**config.mk**
```make
export PLATFORM = sky130hd
export DESIGN_NAME = lvl_intc
export DESIGN_NICKNAME = d
export VERILOG_FILES = /design/src/rtl/intc_pkg.sv /design/src/rtl/intc_src_cell.sv /design/src/rtl/intc_cfg.sv /design/src/rtl/intc_arb.sv /design/src/rtl/lvl_intc.sv
export SDC_FILE = /design/constraint.sdc
export NUM_CORES = 1
export LEC_CHECK = 0
export ABC_AREA = 1
export BUFFER_PORTS_ARGS = -buffer_cell sky130_fd_sc_hd__buf_2
export CAP_MARGIN = 0
export CORE_AREA = 8 8 173 175
export DETAILED_ROUTE_END_ITERATION = 8
export DIE_AREA = 0 0 181 183
export PLACE_DENSITY = 0.87
export SLEW_MARGIN = 0
export SYNTH_ARGS = -nofsm -noshare
export SYNTH_HDL_FRONTEND = slang
export SYNTH_SLANG_ARGS = --single-unit
```
**constraint.sdc**
```tcl
create_clock -name clk -period 56.8 [get_ports clk]
set_input_delay 5.68 -clock clk [delete_from_list [all_inputs] [get_ports clk]]
set_output_delay 5.68 -clock clk [all_outputs]
set_load 0.02 [all_outputs]
```
**src/rtl/intc_pkg.sv**
```systemverilog
package intc_pkg;

    localparam int unsigned ADDR_W = 10;
    localparam int unsigned DATA_W = 32;
    localparam int unsigned PRIO_W = 3;
    localparam int unsigned THR_W  = 2;

    // word indices of the register regions
    localparam int unsigned W_PEND  = 0;
    localparam int unsigned W_MODE  = 6;
    localparam int unsigned W_PRIO  = 12;
    localparam int unsigned W_EN    = 192;
    localparam int unsigned W_THR   = 198;
    localparam int unsigned W_CLAIM = 199;
    localparam int unsigned MAP_BM_WORDS = 6;
    localparam int unsigned MAX_SRC = W_EN - W_PRIO;

    localparam logic [ADDR_W-1:0] OFS_CLAIM = ADDR_W'(W_CLAIM * 4);

    typedef enum logic [2:0] {
        RG_NONE,
        RG_PEND,
        RG_MODE,
        RG_PRIO,
        RG_EN,
        RG_THR,
        RG_CLAIM
    } region_e;

    typedef struct packed {
        region_e    region;
        logic [7:0] index;
    } dec_t;

    function automatic dec_t decode(logic [ADDR_W-1:0] a, int unsigned nsrc,
                                    int unsigned nwords);
        dec_t d;
        int unsigned wi;
        wi = int'(a) >> 2;
        d.region = RG_NONE;
        d.index  = '0;
        if (wi < nwords) begin
            d.region = RG_PEND;
            d.index  = 8'(wi - W_PEND);
        end else if (wi >= W_MODE && wi < W_PRIO) begin
            d.region = RG_MODE;
        end else if (wi >= W_PRIO && wi < W_PRIO + nsrc) begin
            d.region = RG_PRIO;
            d.index  = 8'(wi - W_PRIO);
        end else if (wi >= W_EN && wi < W_EN + nwords) begin
            d.region = RG_EN;
            d.index  = 8'(wi - W_EN);
        end else if (wi == W_THR) begin
            d.region = RG_THR;
        end else if (wi == W_CLAIM) begin
            d.region = RG_CLAIM;
        end
        return d;
    endfunction

endpackage

```
**src/rtl/intc_src_cell.sv**
```systemverilog
module intc_src_cell (
    input  logic clk,
    input  logic rst,
    input  logic level_i,
    input  logic take_i,
    input  logic done_i,
    output logic pend_o,
    output logic busy_o,
    output logic shadow_o
);

    always_ff @(posedge clk) begin
        if (rst) begin
            pend_o   <= 1'b0;
            busy_o   <= 1'b0;
            shadow_o <= 1'b0;
        end else begin
            shadow_o <= level_i & (shadow_o | busy_o);
            if (take_i) begin
                busy_o <= 1'b1;
                pend_o <= 1'b0;
            end else if (done_i && busy_o) begin
                busy_o <= 1'b0;
                pend_o <= pend_o | shadow_o;
            end else if (level_i && !busy_o) begin
                pend_o <= 1'b1;
            end
        end
    end

endmodule

```
**src/rtl/intc_cfg.sv**
```systemverilog
module intc_cfg
    import intc_pkg::*;
#(
    parameter int unsigned NUM_SRC = 31
) (
    input  logic                             clk,
    input  logic                             rst,
    input  logic                             wr_i,
    input  dec_t                             dec_i,
    input  logic [DATA_W-1:0]                wdata_i,
    output logic [NUM_SRC:0][PRIO_W-1:0]     prio_o,
    output logic [NUM_SRC:0]                 en_o,
    output logic [THR_W-1:0]                 thr_o
);

    always_ff @(posedge clk) begin
        if (rst) begin
            prio_o <= '0;
            en_o   <= '0;
            thr_o  <= '0;
        end else if (wr_i) begin
            for (int k = 1; k <= int'(NUM_SRC); k++) begin
                if (dec_i.region == RG_PRIO && dec_i.index == 8'(k - 1))
                    prio_o[k] <= wdata_i[PRIO_W-1:0];
                if (dec_i.region == RG_EN && dec_i.index == 8'(k / 32))
                    en_o[k] <= wdata_i[k % 32];
            end
            if (dec_i.region == RG_THR)
                thr_o <= wdata_i[THR_W-1:0];
        end
    end

endmodule

```
**src/rtl/intc_arb.sv**
```systemverilog
module intc_arb
    import intc_pkg::*;
#(
    parameter int unsigned NUM_SRC = 31,
    parameter int unsigned IDW     = 5
) (
    input  logic [NUM_SRC:0]             pend_i,
    input  logic [NUM_SRC:0]             en_i,
    input  logic [NUM_SRC:0][PRIO_W-1:0] prio_i,
    input  logic [THR_W-1:0]             thr_i,
    output logic [IDW-1:0]               win_id_o,
    output logic                         win_valid_o
);

    logic [PRIO_W-1:0] best_p;

    // strict comparison keeps the lowest number among equal priorities
    always_comb begin
        win_id_o = '0;
        best_p   = PRIO_W'(thr_i);
        for (int k = 1; k <= int'(NUM_SRC); k++) begin
            if (pend_i[k] && en_i[k] && prio_i[k] > best_p) begin
                win_id_o = IDW'(k);
                best_p   = prio_i[k];
            end
        end
        win_valid_o = (win_id_o != '0);
    end

endmodule

```
**src/rtl/lvl_intc.sv**
```systemverilog
module lvl_intc
    import intc_pkg::*;
#(
    parameter int unsigned NUM_SRC = 31
) (
    input  logic                 clk,
    input  logic                 rst,
    input  logic [NUM_SRC:1]     src_i,
    input  logic [ADDR_W-1:0]    addr_i,
    input  logic                 rd_i,
    input  logic                 wr_i,
    input  logic [DATA_W-1:0]    wdata_i,
    output logic [DATA_W-1:0]    rdata_o,
    output logic                 irq_o
);

    localparam int unsigned NWORDS = (NUM_SRC + 32) / 32;
    localparam int unsigned IDW    = $clog2(NUM_SRC + 1);
    localparam int unsigned BMW    = NWORDS * 32;

    initial begin
        if (NUM_SRC < 1 || NUM_SRC > MAX_SRC || NWORDS > MAP_BM_WORDS)
            $error("lvl_intc: NUM_SRC out of range");
    end

    dec_t                         dec;
    logic [NUM_SRC:0]             pend_v;
    logic [NUM_SRC:0]             busy_v;
    logic [NUM_SRC:0]             shadow_v;
    logic [NUM_SRC:0]             en_v;
    logic [NUM_SRC:0][PRIO_W-1:0] prio_v;
    logic [THR_W-1:0]             thr_v;
    logic [IDW-1:0]               win_id;
    logic                         win_valid;
    logic                         claim_rd;
    logic                         cmpl_wr;
    logic [BMW-1:0]               pend_pad;
    logic [BMW-1:0]               en_pad;
    logic [DATA_W-1:0]            rd_val;

    assign dec      = decode(addr_i, NUM_SRC, NWORDS);
    assign claim_rd = rd_i && dec.region == RG_CLAIM;
    assign cmpl_wr  = wr_i && !rd_i && dec.region == RG_CLAIM;

    intc_cfg #(.NUM_SRC(NUM_SRC)) u_cfg (
        .clk     (clk),
        .rst     (rst),
        .wr_i    (wr_i && !rd_i),
        .dec_i   (dec),
        .wdata_i (wdata_i),
        .prio_o  (prio_v),
        .en_o    (en_v),
        .thr_o   (thr_v)
    );

    assign pend_v[0]   = 1'b0;
    assign busy_v[0]   = 1'b0;
    assign shadow_v[0] = 1'b0;

    for (genvar k = 1; k <= NUM_SRC; k++) begin : g_src
        intc_src_cell u_cell (
            .clk      (clk),
            .rst      (rst),
            .level_i  (src_i[k]),
            .take_i   (claim_rd && win_valid && win_id == IDW'(k)),
            .done_i   (cmpl_wr && wdata_i == DATA_W'(k)),
            .pend_o   (pend_v[k]),
            .busy_o   (busy_v[k]),
            .shadow_o (shadow_v[k])
        );
    end

    intc_arb #(.NUM_SRC(NUM_SRC), .IDW(IDW)) u_arb (
        .pend_i      (pend_v),
        .en_i        (en_v),
        .prio_i      (prio_v),
        .thr_i       (thr_v),
        .win_id_o    (win_id),
        .win_valid_o (win_valid)
    );

    assign irq_o    = win_valid;
    assign pend_pad = BMW'(pend_v);
    assign en_pad   = {en_v[NUM_SRC:1], 1'b0} | BMW'(0);

    always_comb begin
        rd_val = '0;
        unique case (dec.region)
            RG_PEND:  rd_val = DATA_W'(pend_pad >> (32 * int'(dec.index)));
            RG_EN:    rd_val = DATA_W'(en_pad >> (32 * int'(dec.index)));
            RG_PRIO:  rd_val = DATA_W'(prio_v[int'(dec.index) + 1]);
            RG_THR:   rd_val = DATA_W'(thr_v);
            RG_CLAIM: rd_val = DATA_W'(win_id);
            default:  rd_val = '0;
        endcase
    end

    always_ff @(posedge clk) begin
        if (rst)
            rdata_o <= '0;
        else if (rd_i)
            rdata_o <= rd_val;
    end

endmodule

```
# After elaboration in Yosys (flattened, before gate mapping)
# Index checks and enable logic that the tools add are counted.
# W data, S select, Z words.
[classes]
addsub = 3
n_lt_le_gt_ge = 39
n_eq_ne = 99
shift = 2
n_mux = 197
n_bitwise = 93
reduce_logical = 385
[op_table]
columns = ["operator", "count"]
rows = [
  ["$eq A32 B5 Y1 const B", 16],
  ["$eq A32 B4 Y1 const B", 8],
  ["$logic_and A1 B1 Y1", 225],
  ["$pmux W32 S5", 1],
  ["$eq A32 B3 Y1 const B", 4],
  ["$mux W1", 125],
  ["$reduce_bool A2 Y1", 62],
  ["$eq A8 B5 Y1 const B", 15],
  ["$mux W3", 40],
  ["$gt A3 B3 Y1", 30],
  ["$eq A5 B5 Y1 const B", 16],
  ["$mux W5", 16],
  ["$reduce_and A2 Y1", 33],
  ["$eq A32 B2 Y1 const B", 2],
  ["$eq A8 B4 Y1 const B", 8],
  ["$shr A32 B13 Y32", 2],
  ["$or A1 B1 Y1", 62],
  ["$reduce_or A2 Y1", 31],
  ["$eq A5 B4 Y1 const B", 8],
  ["$eq A32 B1 Y1 const B", 1],
  ["$eq A8 B3 Y1 const B", 4],
  ["$logic_not A1 Y1", 32],
  ["$mux W4", 8],
  ["$and A1 B1 Y1", 31],
  ["other kinds (27)", 38],
]
[totals]
reg_bits = 251
in_bits = 77
out_inout_bits = 33
wordCells = 945

# Longest topological paths before layout
[logic_depth]
word_depth = 97
mapped_depth = 246
mapped_depth_nobuf = 245

# By module
# From an unflattened synthesis, not the netlist that was laid out.
[unflattened]
cells_unflattened = 2808
area_unflattened_um2 = 17520.6
[modules_own_cells]
columns = ["module", "n_inst", "cells_per_inst", "area_per_inst_um2"]
rows = [
  ["intc_cfg", 1, 778, 5437.7],
  ["intc_arb", 1, 782, 4290.4],
  ["lvl_intc", 1, 721, 4185.3],
  ["intc_src_cell", 31, 17, 116.4],
]

# Worst setup path after synthesis
# OpenSTA, ideal clock, no wires.
[synth_timing]
path_kind = "register to output"
startpoint = "reg u_cfg.thr_o[1]"
endpoint = "out irq_o"
t_arrival_ns = 29.598
required_ns = 51.120
slack_ns = 21.522
stages_incl_launch_ff = 219
path_buffers = 1
path_cell_list = "dfxtp_1 > inv_1 > ha_1 > nand2_1 > inv_2 > nor2_1 > nand2_2 > nand2_2 > nand2_1 > o21ai_0 > ha_1 > nand3_1 > nor2_2 > nor2_4 > nand2_4 > nand2_1 > o21ai_0 > ha_1 > [183 not listed] > o21ai_1 > ha_1 > nand2_1 > o21ai_0 > nand4_1 > nand2_1 > o21ai_0 > ha_1 > a21oi_1 > o21ai_0 > nand4_1 > nand2_1 > inv_1 > nand2_2 > a21oi_4 > nand3_2 > nor2_4 > nand3_1"
[synth_via]
elab_chain_len = 94
elab_cells_between_ends = 124
cone_classes = "order compare (31); mux (61); reduce/logical (32)"
[synth_lines]
columns = ["element", "line_no", "text"]
rows = [
  ["start: declaration", "intc_cfg.sv:13", "output logic [THR_W-1:0] thr_o"],
  ["start signal: assignment", "intc_cfg.sv:29", "thr_o <= wdata_i[THR_W-1:0];"],
  ["$gt A3 B2 Y1", "intc_arb.sv:22", "if (pend_i[k] && en_i[k] && prio_i[k] > best_p) begin"],
  ["$logic_and A1 B1 Y1", "intc_arb.sv:22", ""],
  ["$mux W3", "intc_arb.sv:22", ""],
  ["$gt A3 B3 Y1", "intc_arb.sv:22", ""],
  ["$logic_and A1 B1 Y1", "intc_arb.sv:22", ""],
  ["$mux W3", "intc_arb.sv:22", ""],
  ["$gt A3 B3 Y1", "intc_arb.sv:22", ""],
  ["$logic_and A1 B1 Y1", "intc_arb.sv:22", ""],
  ["[78 not listed]", "--", ""],
  ["$mux W3", "intc_arb.sv:22", ""],
  ["$gt A3 B3 Y1", "intc_arb.sv:22", ""],
  ["$logic_and A1 B1 Y1", "intc_arb.sv:22", ""],
  ["$mux W3", "intc_arb.sv:22", ""],
  ["$gt A3 B3 Y1", "intc_arb.sv:22", ""],
  ["$logic_and A1 B1 Y1", "intc_arb.sv:22", ""],
  ["$mux W5 *", "intc_arb.sv:22", ""],
  ["$reduce_bool A5 Y1 *", "intc_arb.sv:27", "win_valid_o = (win_id_o != '0);"],
  ["end: declaration", "lvl_intc.sv:14", "output logic irq_o"],
]
# Mark *: on every way between the ends. The rest lies on a longest branch, timed or not.

# Final worst setup path
# Ends and elaborated chain as after synthesis.

==> reports/metrics.cfg <==
[critical_path]
critical_path_class = flip-flop to primary output
endpoint_kind = primary output
arrival_ns = 35.23
required_ns = 51.12
critPathMaxFanout = 15
crit_end = irq_o
r2r_setup_slack_ns = 21.75
r2r_start = u_cfg.thr_o[1]
cp-start-kind = flip-flop
cp_slowest_stage_delay_ns = 0.42
cp_common_cell = o21ai_0
r2r_cells = 205
r2r-end = g_src[8].u_cell.pend_o
cpMaxStageDelayCell = o21ai_0
cp-startpoint = u_cfg.thr_o[1]

[cts]
cts-root-buf = clkbuf_16
cts_tree = yes
clockBufferDepth = 3
cts_resized = 0
postCtsSetupBuffers = 0
cts.sinks = 251
cts_made_buffers = 27
clock_latency_ns = 0.55
ctsHoldBuffers = 0
htree_levels = 1
clk_pin_slew_worst_paths_ns = 0.06

[cells_and_area]
n_antenna_cell = 0
fill_cells = 2332
multi_input_area_sq_um = 9258
fin_area_sq_um = 17650
drive_above_1_share_pct = 16.87
final-seq-area_sq_um = 5025
fin_nets = 2539
syn_to_final_growth_pct = 10.30
final_common_cell = nand2_1
mostFrequentLayoutCells = nand2_1 (356), inv_1 (307), dfxtp_1 (251)

[die]
dieArea_sq_um = 33120
fp.dieW_um = 181
rows = 61
fp.coreArea_sq_um = 27320
ios = 110
start_util_pct = 58.58
die_h_um = 183

[timing]
finalSetupViolations = 0
finClkSkew_ns = 0.01566
fin_crit_ns = 40.91
hold_violations = 0
tightest_slew_ns = 1.149
finalWorstSetupSlack_ns = 15.89
rsz0062_at_grt = no
fmax_ghz = 0.02445
relSlewSlack_pct = 23.23
tns_ns = 0
drv_slew = 0
period_share_pct = 72.02

[power]
power.density_nw_per_um2 = 23.20
worst_ir_drop_vdd_uv = 30.17
power_mw = 0.4096
p_leak_nw = 7.534

[grt]
grt_usage_pct = 29.60
met3_usage_pct = 5.085
use_met1_pct = 35.09
grt_overflow = 0
grt_use_met2_pct = 48.76
first_global_vias = 16070
grt_max_degree = 115
grt_pass1_wl_um = 81150
antenna_found_initial = 0
grt-busiest-layer = met2

[route]
wl_um = 50990
wire_per_inst_um = 18.36
drc = 0
drt-pass1-iter-count = 6
via_count = 16780
ant_nets = 0
dr.first_iter.drc_count = 1613
vias_per_cell = 6.044

[job]
cap_violations = 0

[place]
dp_hpwl_um = 37290
post-place-ws_ns = 16.97
place_congestion = 1.031
portBuffers = 107
place_area_sq_um = 16680

[worst_hold_path]
worstHoldPathType = flip-flop to flip-flop

[synth]
ys_seq_elements = 251
syn_nets = 2475
netlist_area_sq_um = 16010
yosys_warnings = 0
ys_types = 61
syn_inst = 2347
ys_seq_area_share_pct = 31.39
syn_area_per_cell_sq_um = 6.819

[run_status]
status = finished, final reports clean

[state kept, by name (all words and copies together) (netlist names)]
name / cells
u_cfg.prio_o: 93
rdata_o: 32
g_src.u_cell.busy_o: 31
g_src.u_cell.pend_o: 31
g_src.u_cell.shadow_o: 31
u_cfg.en_o: 31
u_cfg.thr_o: 2
[report_power, final]
part | total (mW) | switching [mW] | internal (mW) | leakage [nW]
Combinational | 0.0343 | 0.0246 | 0.00966 | 5.01
Clock | 0.195 | 0.0761 | 0.119 | 0.487
Sequential | 0.181 | 0.00192 | 0.179 | 2.04
[Yosys cell counts, drive strengths merged]
cell type	count	area share (%)
ha	51	4.0
a21oi	237	8.0
clkinv	5	0.13
a31oi	11	0.43
nand3b	1	0.047
o21ai	263	8.3
inv	344	8.1
nor4	28	1.2
a31o	1	0.055
xnor2	1	0.055
o211ai	44	2.1
nand2	450	13
nand3	191	7.5
o32ai	4	0.22
buf	16	0.81
o31ai	8	0.41
a22oi	2	0.094
o311ai	5	0.27
a221oi	1	0.055
or2	18	0.70
a22o	1	0.055
nand4	29	1.2
nor3	61	1.9
a32oi	1	0.055
clkbuf	67	1.6
dlygate4sd3	3	0.19
a211oi	27	1.5
o21bai	3	0.14
a311oi	2	0.11
xor2	2	0.11
a211o	1	0.055
nor2	203	5.6
o221ai	11	0.60
and3	4	0.16
dfxtp	251	31
[metrics by stage]
stage / hold WS [ns] / std cells / utilization [%]
detailed placement: 0.4472 / 2728 / 61.03
floorplan: 0.4260 / 2347 / -
CTS: 0.4566 / 2777 / 64.61
global route: 0.4764 / 2777 / 64.61
global placement: 0.4339 / 2728 / 61.03
finish: 0.4562 / 2777 / 64.61
[logic make-up (layout without fill, tap and decap cells)]
| logic type | after synthesis | in the layout | synth area share, % |
|---|---|---|---|
| buffers and inverters | 435 | 519 | 10.84 |
| DFF | 251 | 251 | 31.39 |
| and+or+nand+nor | 985 | 985 | 31.22 |
| adders and majority gates | 51 | 51 | 3.987 |
| AOI/OAI and AO/OA | 622 | 622 | 22.39 |
| xor gates and xnor gates | 3 | 3 | 0.1642 |
[routing by layer]
metal	up-vias	part of all wire (%)
li1	8014	-
met1	7673	39
met2	884	44
met3	212	8.9
met4	0	7.5
met5	-	0
[final cells by class]
type	instances	share of cell area (%)
Sequential cell	251	28.46
Timing Repair Buffer	121	3.629
Multi-Input combinational cell	1661	52.44
Inverter	349	7.478
Clock buffer	35	4.394
Tap cell	346	2.452
Clock inverter	14	1.141
[worst max-delay path, delay by kind of cell (launching register included)]
| kind | cells | cell delay, ns |
|---|---|---|
| DFF | 1 | 0.40 |
| AOI/OAI and AO/OA | 53 | 12.17 |
| and+or+nand+nor | 109 | 11.81 |
| adders and majority gates | 31 | 9.25 |
| buffers and inverters | 11 | 0.95 |
[how the worst min path moves through the flow]
stage | cells past startpoint | endpoint | startpoint
after global routing | 2 | g_src[29].u_cell.shadow_o | g_src[29].u_cell.shadow_o
after detailed placement | 2 | g_src[3].u_cell.shadow_o | g_src[3].u_cell.shadow_o
final | 2 | g_src[3].u_cell.shadow_o | g_src[3].u_cell.shadow_o
after floorplan | 2 | g_src[11].u_cell.shadow_o | g_src[11].u_cell.shadow_o
after global placement | 2 | g_src[11].u_cell.shadow_o | g_src[11].u_cell.shadow_o
after CTS | 2 | g_src[3].u_cell.shadow_o | g_src[3].u_cell.shadow_o
Note: power is estimated with default switching activity, not from simulation.
